===== src/rtl/asid_tlb_pkg.sv =====
package asid_tlb_pkg;
  typedef enum logic [1:0] {
    ACC_READ  = 2'd0,
    ACC_WRITE = 2'd1,
    ACC_EXEC  = 2'd2,
    ACC_RSVD  = 2'd3
  } acc_e;

  localparam int PERM_BITS = 3;

  function automatic logic perm_allows(input logic [PERM_BITS-1:0] perm, input logic [1:0] acc);
    case (acc)
      ACC_READ:  return perm[0];
      ACC_WRITE: return perm[1];
      ACC_EXEC:  return perm[2];
      default:   return 1'b0;
    endcase
  endfunction
endpackage


===== src/rtl/tlb_cam.sv =====
module tlb_cam #(
  parameter int N_ENTRIES = 16,
  parameter int VPN_W     = 20,
  parameter int ASID_W    = 8,
  localparam int IDX_W    = $clog2(N_ENTRIES)
) (
  input  logic [N_ENTRIES-1:0][VPN_W-1:0]  vpn_i,
  input  logic [N_ENTRIES-1:0][ASID_W-1:0] asid_i,
  input  logic [N_ENTRIES-1:0]             valid_i,
  input  logic [VPN_W-1:0]                 key_vpn_i,
  input  logic [ASID_W-1:0]                key_asid_i,
  output logic                             hit_o,
  output logic [IDX_W-1:0]                 idx_o
);
  logic [N_ENTRIES-1:0] match;

  for (genvar g = 0; g < N_ENTRIES; g++) begin : g_cmp
    assign match[g] = valid_i[g] && (vpn_i[g] == key_vpn_i) && (asid_i[g] == key_asid_i);
  end

  assign hit_o = |match;

  // lowest index wins; duplicates are prevented by in-place refill
  always_comb begin
    idx_o = '0;
    for (int i = N_ENTRIES - 1; i >= 0; i--)
      if (match[i]) idx_o = IDX_W'(i);
  end
endmodule


===== src/rtl/tlb_lru.sv =====
module tlb_lru #(
  parameter int N_ENTRIES = 16,
  localparam int IDX_W    = $clog2(N_ENTRIES)
) (
  input  logic             clk_i,
  input  logic             rst_ni,
  input  logic             t0_en_i,
  input  logic [IDX_W-1:0] t0_idx_i,
  input  logic             t1_en_i,
  input  logic [IDX_W-1:0] t1_idx_i,
  output logic [IDX_W-1:0] lru_idx_o
);
  // age 0 = most recent; ages always form a permutation
  logic [N_ENTRIES-1:0][IDX_W-1:0] age_q, age_mid, age_nxt;

  always_comb begin
    age_mid = age_q;
    if (t0_en_i) begin
      for (int i = 0; i < N_ENTRIES; i++)
        if (age_q[i] < age_q[t0_idx_i]) age_mid[i] = age_q[i] + 1'b1;
      age_mid[t0_idx_i] = '0;
    end
    age_nxt = age_mid;
    if (t1_en_i) begin
      for (int i = 0; i < N_ENTRIES; i++)
        if (age_mid[i] < age_mid[t1_idx_i]) age_nxt[i] = age_mid[i] + 1'b1;
      age_nxt[t1_idx_i] = '0;
    end
  end

  always_comb begin
    lru_idx_o = '0;
    for (int i = 0; i < N_ENTRIES; i++)
      if (age_q[i] == IDX_W'(N_ENTRIES - 1)) lru_idx_o = IDX_W'(i);
  end

  always_ff @(posedge clk_i or negedge rst_ni) begin
    if (!rst_ni) begin
      for (int i = 0; i < N_ENTRIES; i++) age_q[i] <= IDX_W'(i);
    end else begin
      age_q <= age_nxt;
    end
  end
endmodule


===== src/rtl/asid_tlb.sv =====
module asid_tlb
  import asid_tlb_pkg::*;
#(
  parameter int N_ENTRIES = 16,
  parameter int VPN_W     = 20,
  parameter int PPN_W     = 20,
  parameter int OFF_W     = 12,
  parameter int ASID_W    = 8,
  localparam int IDX_W    = $clog2(N_ENTRIES),
  localparam int VA_W     = VPN_W + OFF_W,
  localparam int PA_W     = PPN_W + OFF_W
) (
  input  logic                 clk_i,
  input  logic                 rst_ni,
  input  logic                 lkp_valid_i,
  input  logic [VA_W-1:0]      lkp_vaddr_i,
  input  logic [ASID_W-1:0]    lkp_asid_i,
  input  logic [1:0]           lkp_acc_i,
  input  logic                 fill_valid_i,
  input  logic [VPN_W-1:0]     fill_vpn_i,
  input  logic [PPN_W-1:0]     fill_ppn_i,
  input  logic [ASID_W-1:0]    fill_asid_i,
  input  logic [PERM_BITS-1:0] fill_perm_i,
  input  logic                 fill_dirty_i,
  input  logic                 flush_valid_i,
  input  logic                 flush_all_i,
  input  logic [ASID_W-1:0]    flush_asid_i,
  output logic                 rsp_valid_o,
  output logic                 rsp_hit_o,
  output logic                 rsp_miss_o,
  output logic                 rsp_fault_o,
  output logic [PA_W-1:0]      rsp_paddr_o,
  output logic                 rsp_dirty_o
);
  logic [N_ENTRIES-1:0][VPN_W-1:0]     vpn_q;
  logic [N_ENTRIES-1:0][PPN_W-1:0]     ppn_q;
  logic [N_ENTRIES-1:0][ASID_W-1:0]    asid_q;
  logic [N_ENTRIES-1:0][PERM_BITS-1:0] perm_q;
  logic [N_ENTRIES-1:0]                valid_q, dirty_q;

  // lookup path
  logic             l_hit, l_ok, l_grant, l_fault, l_wr_set;
  logic [IDX_W-1:0] l_idx;

  tlb_cam #(.N_ENTRIES(N_ENTRIES), .VPN_W(VPN_W), .ASID_W(ASID_W)) i_lkp_cam (
    .vpn_i(vpn_q), .asid_i(asid_q), .valid_i(valid_q),
    .key_vpn_i(lkp_vaddr_i[VA_W-1:OFF_W]), .key_asid_i(lkp_asid_i),
    .hit_o(l_hit), .idx_o(l_idx)
  );

  assign l_ok     = perm_allows(perm_q[l_idx], lkp_acc_i);
  assign l_grant  = lkp_valid_i && l_hit && l_ok;
  assign l_fault  = lkp_valid_i && l_hit && !l_ok;
  assign l_wr_set = l_grant && (lkp_acc_i == ACC_WRITE);

  // fill path
  logic             f_hit, any_free, do_fill;
  logic [IDX_W-1:0] f_idx, free_idx, lru_idx, fill_idx;

  tlb_cam #(.N_ENTRIES(N_ENTRIES), .VPN_W(VPN_W), .ASID_W(ASID_W)) i_fill_cam (
    .vpn_i(vpn_q), .asid_i(asid_q), .valid_i(valid_q),
    .key_vpn_i(fill_vpn_i), .key_asid_i(fill_asid_i),
    .hit_o(f_hit), .idx_o(f_idx)
  );

  always_comb begin
    free_idx = '0;
    for (int i = N_ENTRIES - 1; i >= 0; i--)
      if (!valid_q[i]) free_idx = IDX_W'(i);
  end
  assign any_free = ~&valid_q;
  assign fill_idx = f_hit ? f_idx : (any_free ? free_idx : lru_idx);
  assign do_fill  = fill_valid_i && !flush_valid_i;

  tlb_lru #(.N_ENTRIES(N_ENTRIES)) i_lru (
    .clk_i, .rst_ni,
    .t0_en_i(lkp_valid_i && l_hit), .t0_idx_i(l_idx),
    .t1_en_i(do_fill),              .t1_idx_i(fill_idx),
    .lru_idx_o(lru_idx)
  );

  // slot storage
  for (genvar g = 0; g < N_ENTRIES; g++) begin : g_slot
    logic wr_this, fl_this;
    assign wr_this = do_fill && (fill_idx == IDX_W'(g));
    assign fl_this = flush_valid_i && (flush_all_i || (asid_q[g] == flush_asid_i));

    always_ff @(posedge clk_i or negedge rst_ni) begin
      if (!rst_ni) begin
        vpn_q[g] <= '0; ppn_q[g] <= '0; asid_q[g] <= '0; perm_q[g] <= '0;
        valid_q[g] <= 1'b0; dirty_q[g] <= 1'b0;
      end else begin
        if (l_wr_set && (l_idx == IDX_W'(g))) dirty_q[g] <= 1'b1;
        if (wr_this) begin
          vpn_q[g]   <= fill_vpn_i;
          ppn_q[g]   <= fill_ppn_i;
          asid_q[g]  <= fill_asid_i;
          perm_q[g]  <= fill_perm_i;
          dirty_q[g] <= fill_dirty_i;
          valid_q[g] <= 1'b1;
        end
        if (fl_this) valid_q[g] <= 1'b0;
      end
    end
  end

  // registered response
  always_ff @(posedge clk_i or negedge rst_ni) begin
    if (!rst_ni) begin
      rsp_valid_o <= 1'b0; rsp_hit_o <= 1'b0; rsp_miss_o <= 1'b0;
      rsp_fault_o <= 1'b0; rsp_paddr_o <= '0; rsp_dirty_o <= 1'b0;
    end else begin
      rsp_valid_o <= lkp_valid_i;
      rsp_hit_o   <= lkp_valid_i && l_hit;
      rsp_miss_o  <= lkp_valid_i && !l_hit;
      rsp_fault_o <= l_fault;
      rsp_paddr_o <= l_grant ? {ppn_q[l_idx], lkp_vaddr_i[OFF_W-1:0]} : '0;
      rsp_dirty_o <= (lkp_valid_i && l_hit) ? dirty_q[l_idx] : 1'b0;
    end
  end
endmodule


===== config.mk =====
export PLATFORM = sky130hd
export DESIGN_NAME = asid_tlb
export DESIGN_NICKNAME = d
export VERILOG_FILES = /design/src/rtl/asid_tlb_pkg.sv /design/src/rtl/tlb_cam.sv /design/src/rtl/tlb_lru.sv /design/src/rtl/asid_tlb.sv
export SDC_FILE = /design/constraint.sdc
export NUM_CORES = 2
export LEC_CHECK = 0
export BUFFER_PORTS_ARGS = -buffer_cell sky130_fd_sc_hd__buf_2
export CAP_MARGIN = 0
export CORE_ASPECT_RATIO = 1.75
export CORE_MARGIN = 2
export CORE_UTILIZATION = 65
export CTS_CLUSTER_DIAMETER = 40
export DETAILED_ROUTE_END_ITERATION = 10
export HOLD_SLACK_MARGIN = 0.02
export PLACE_DENSITY = 0.85
export SYNTH_ARGS = -nofsm -noshare
export SYNTH_HDL_FRONTEND = slang
export SYNTH_SLANG_ARGS = --single-unit

===== constraint.sdc =====
create_clock -name clk_i -period 21.8 [get_ports clk_i]
set_input_delay 2.18 -clock clk_i [delete_from_list [all_inputs] [get_ports clk_i]]
set_output_delay 2.18 -clock clk_i [all_outputs]
set_load 0.02 [all_outputs]

==> reports/results.ini <==
[status]
outcome=finished clean

[routing]
drt_iter0_drc=6525
viasPerCell=7.23
ant_nets=0
drtPass1Iterations=6
vias=55200
routed_wl_mm=262
routedWlPerCell_um=34.3
drc=0

[timing]
slew_headroom=0.102
tightest_slew_ns=1.33
fin_crit_sh=0.595
clock_skew_ns=0.0653
rsz0062_at_grt=no
final_hold_viol_count=0
report.final.slew_viol_count=0
fmax_ghz=0.0770
fin_crit_ns=12.98
finalSetupViolations=0
setup_slack_ns=8.82
fin_tns_setup_ns=0

[place]
port-buffer-count=144
dpl.cell_count=7419
dp_slack_ns=8.68
gp_congestion=1.08
hpwl_mm=173

[global_routing]
first_global_vias=56600
antenna_found_initial=23
grt_max_degree=161
grt_usage=0.540
gr-total-overflow=0
grt_pass1_wl_mm=377

[final_layout]
drive_gt1_frac=0.183
area.sequential_um2=23800
nFillCells=6684
final_cell_mix=nand2_1, dfrtp_1, xnor2_1
final_common_cell=nand2_1
synthToLayoutAreaGrowth_pct=8.83
final_nets=6563
utilization=0.714
multi_input_area_um2=35100
stdcell_count=7645

[critical_path]
crit_path_end_kind=flip-flop
worstSetupPathType=input port to flip-flop
cpMostUsedCell=buf_4
worst-path-buf-inv=5
worst-endpoint-required_ns=22.56
cpPeakStageDelay_ns=0.86
cp_slowest_cell=buf_2
cp_max_fo=137
start_kind=input port
cp_top_family=simple AND/OR/NAND/NOR gates
arrival_ns=13.74

[synthesis]
syn_inst=6398
netlist.top_cell.by_area=dfrtp_1
synth_edf_count=0
synth_nets=6634
synthTopCellsByArea=dfrtp_1, xnor2_1, mux2_2, nand2_1, xor2_1
synthDominantCellAreaShare=0.376
synth_flop_cell=dfrtp_1
seq_area_frac_synth=0.390
async_flop_share=1.00
synth-seq-cells=949
ys_types=95
yosys_warnings=0
avgSynthCellArea_um2=9.53
syn-cell-area_um2=61000

[floorplan]
start_util=0.656
rows=148
die_y_um=409
pin_count=145
core_area_um2=93000
die_w_um=236
die_area_um2=96400

[pwr]
vdd_drop_max_mv=0.111
p_leak_uw=0.0293
p_per_area_nw_per_um2=93.1

[clock_network]
root_buffer=clkbuf_16
hold_buffers=0
postCtsSetupBuffers=0
cts_buffers=105
cts_sinks=949
clockBufferDepth=3
clk_pin_slew_worst_paths_ns=0.07
worstSkewPairLatency_ns=0.83
cts_tree=done
htreeDepth=3
cts_resized=0

[flow_run]
drv_cap=0

[hold_path]
hold_path.class=flip-flop to flip-flop

## synthesized netlist by cell type (119+ instances only)
cell and count:
xor2_1 254, a21oi_1 207, nand3_1 135, o21ai_0 200, nand2_1 954, a211oi_1 121
nand4_1 344, nor4_1 156, ha_1 128, dfrtp_1 917, clkbuf_1 296, mux2_2 595
nor2_1 177, mux2i_1 119, xnor2_1 780
## cell type report
cell class / count / share of cell area
Antenna cell: 26 / 0.000981
Multi-Input combinational cell: 4917 / 0.530
Clock buffer: 134 / 0.0443
Inverter: 93 / 0.00526
Sequential cell: 949 / 0.358
Clock inverter: 65 / 0.0137
Tap cell: 1200 / 0.0226
Timing Repair Buffer: 261 / 0.0250
## stage by stage
step                power [uW]  cell area [um2]  hold slack, ns
finish                    6180            66400           0.476
detailed placement        4130            62400           0.455
global route              6400            66300           0.492
global placement          4090            62400           0.450
CTS                       6080            66300           0.472
floorplan                 3500            61000           0.438
## worst paths after layout
path / end / cells past startpoint / from / slack [ns]
worst min-delay path: ppn_q[174] / 2 / ppn_q[174] / 0.48
max in group asynchronous: vpn_q[185] / 5 / rst_ni / 16.32
min in group asynchronous: ppn_q[117] / 1 / rst_ni / 1.42
worst max register to register: i_lru.age_q[59] / 32 / vpn_q[316] / 10.55
worst min register to register: ppn_q[174] / 2 / ppn_q[174] / 0.48
worst max-delay path: i_lru.age_q[59] / 33 / lkp_vaddr_i[23] / 8.82
## layer usage
layer	global-route usage	wire (um)
met4	0.608	35800
met1	0.562	82000
met2	0.818	114000
met5	0	11
met3	0.171	29600
## cell families after synthesis
kind of cell             synth area share
XOR/XNOR                            0.149
flip-flops                          0.390
adder cells (fa/ha/maj)            0.0263
AO/OA/AOI/OAI                      0.0904
multiplexers                        0.129
buffers and inverters              0.0369
AND/OR/NAND/NOR                     0.178
## power breakdown
group	internal, uW	total [uW]	switching (uW)	leakage (uW)
combinational	733	1890	1150	0.0146
sequential	1990	2320	329	0.0128
clock	1100	1970	869	0.00187
## registers in the layout, indices dropped and copies added (netlist names)
signal	count
rsp_valid_o	1
valid_q	16
asid_q	128
vpn_q	320
rsp_hit_o	1
rsp_miss_o	1
i_lru.age_q	64
perm_q	48
dirty_q	16
rsp_fault_o	1
ppn_q	320
rsp_dirty_o	1
rsp_paddr_o	32
## tightest hold or removal path, cell delays in order, from the launching register on
cell,delay (ns)
dfrtp_1,0.34
nand2_1,0.05
nand2_1,0.05
No activity file was read; power rests on OpenSTA's default activity.
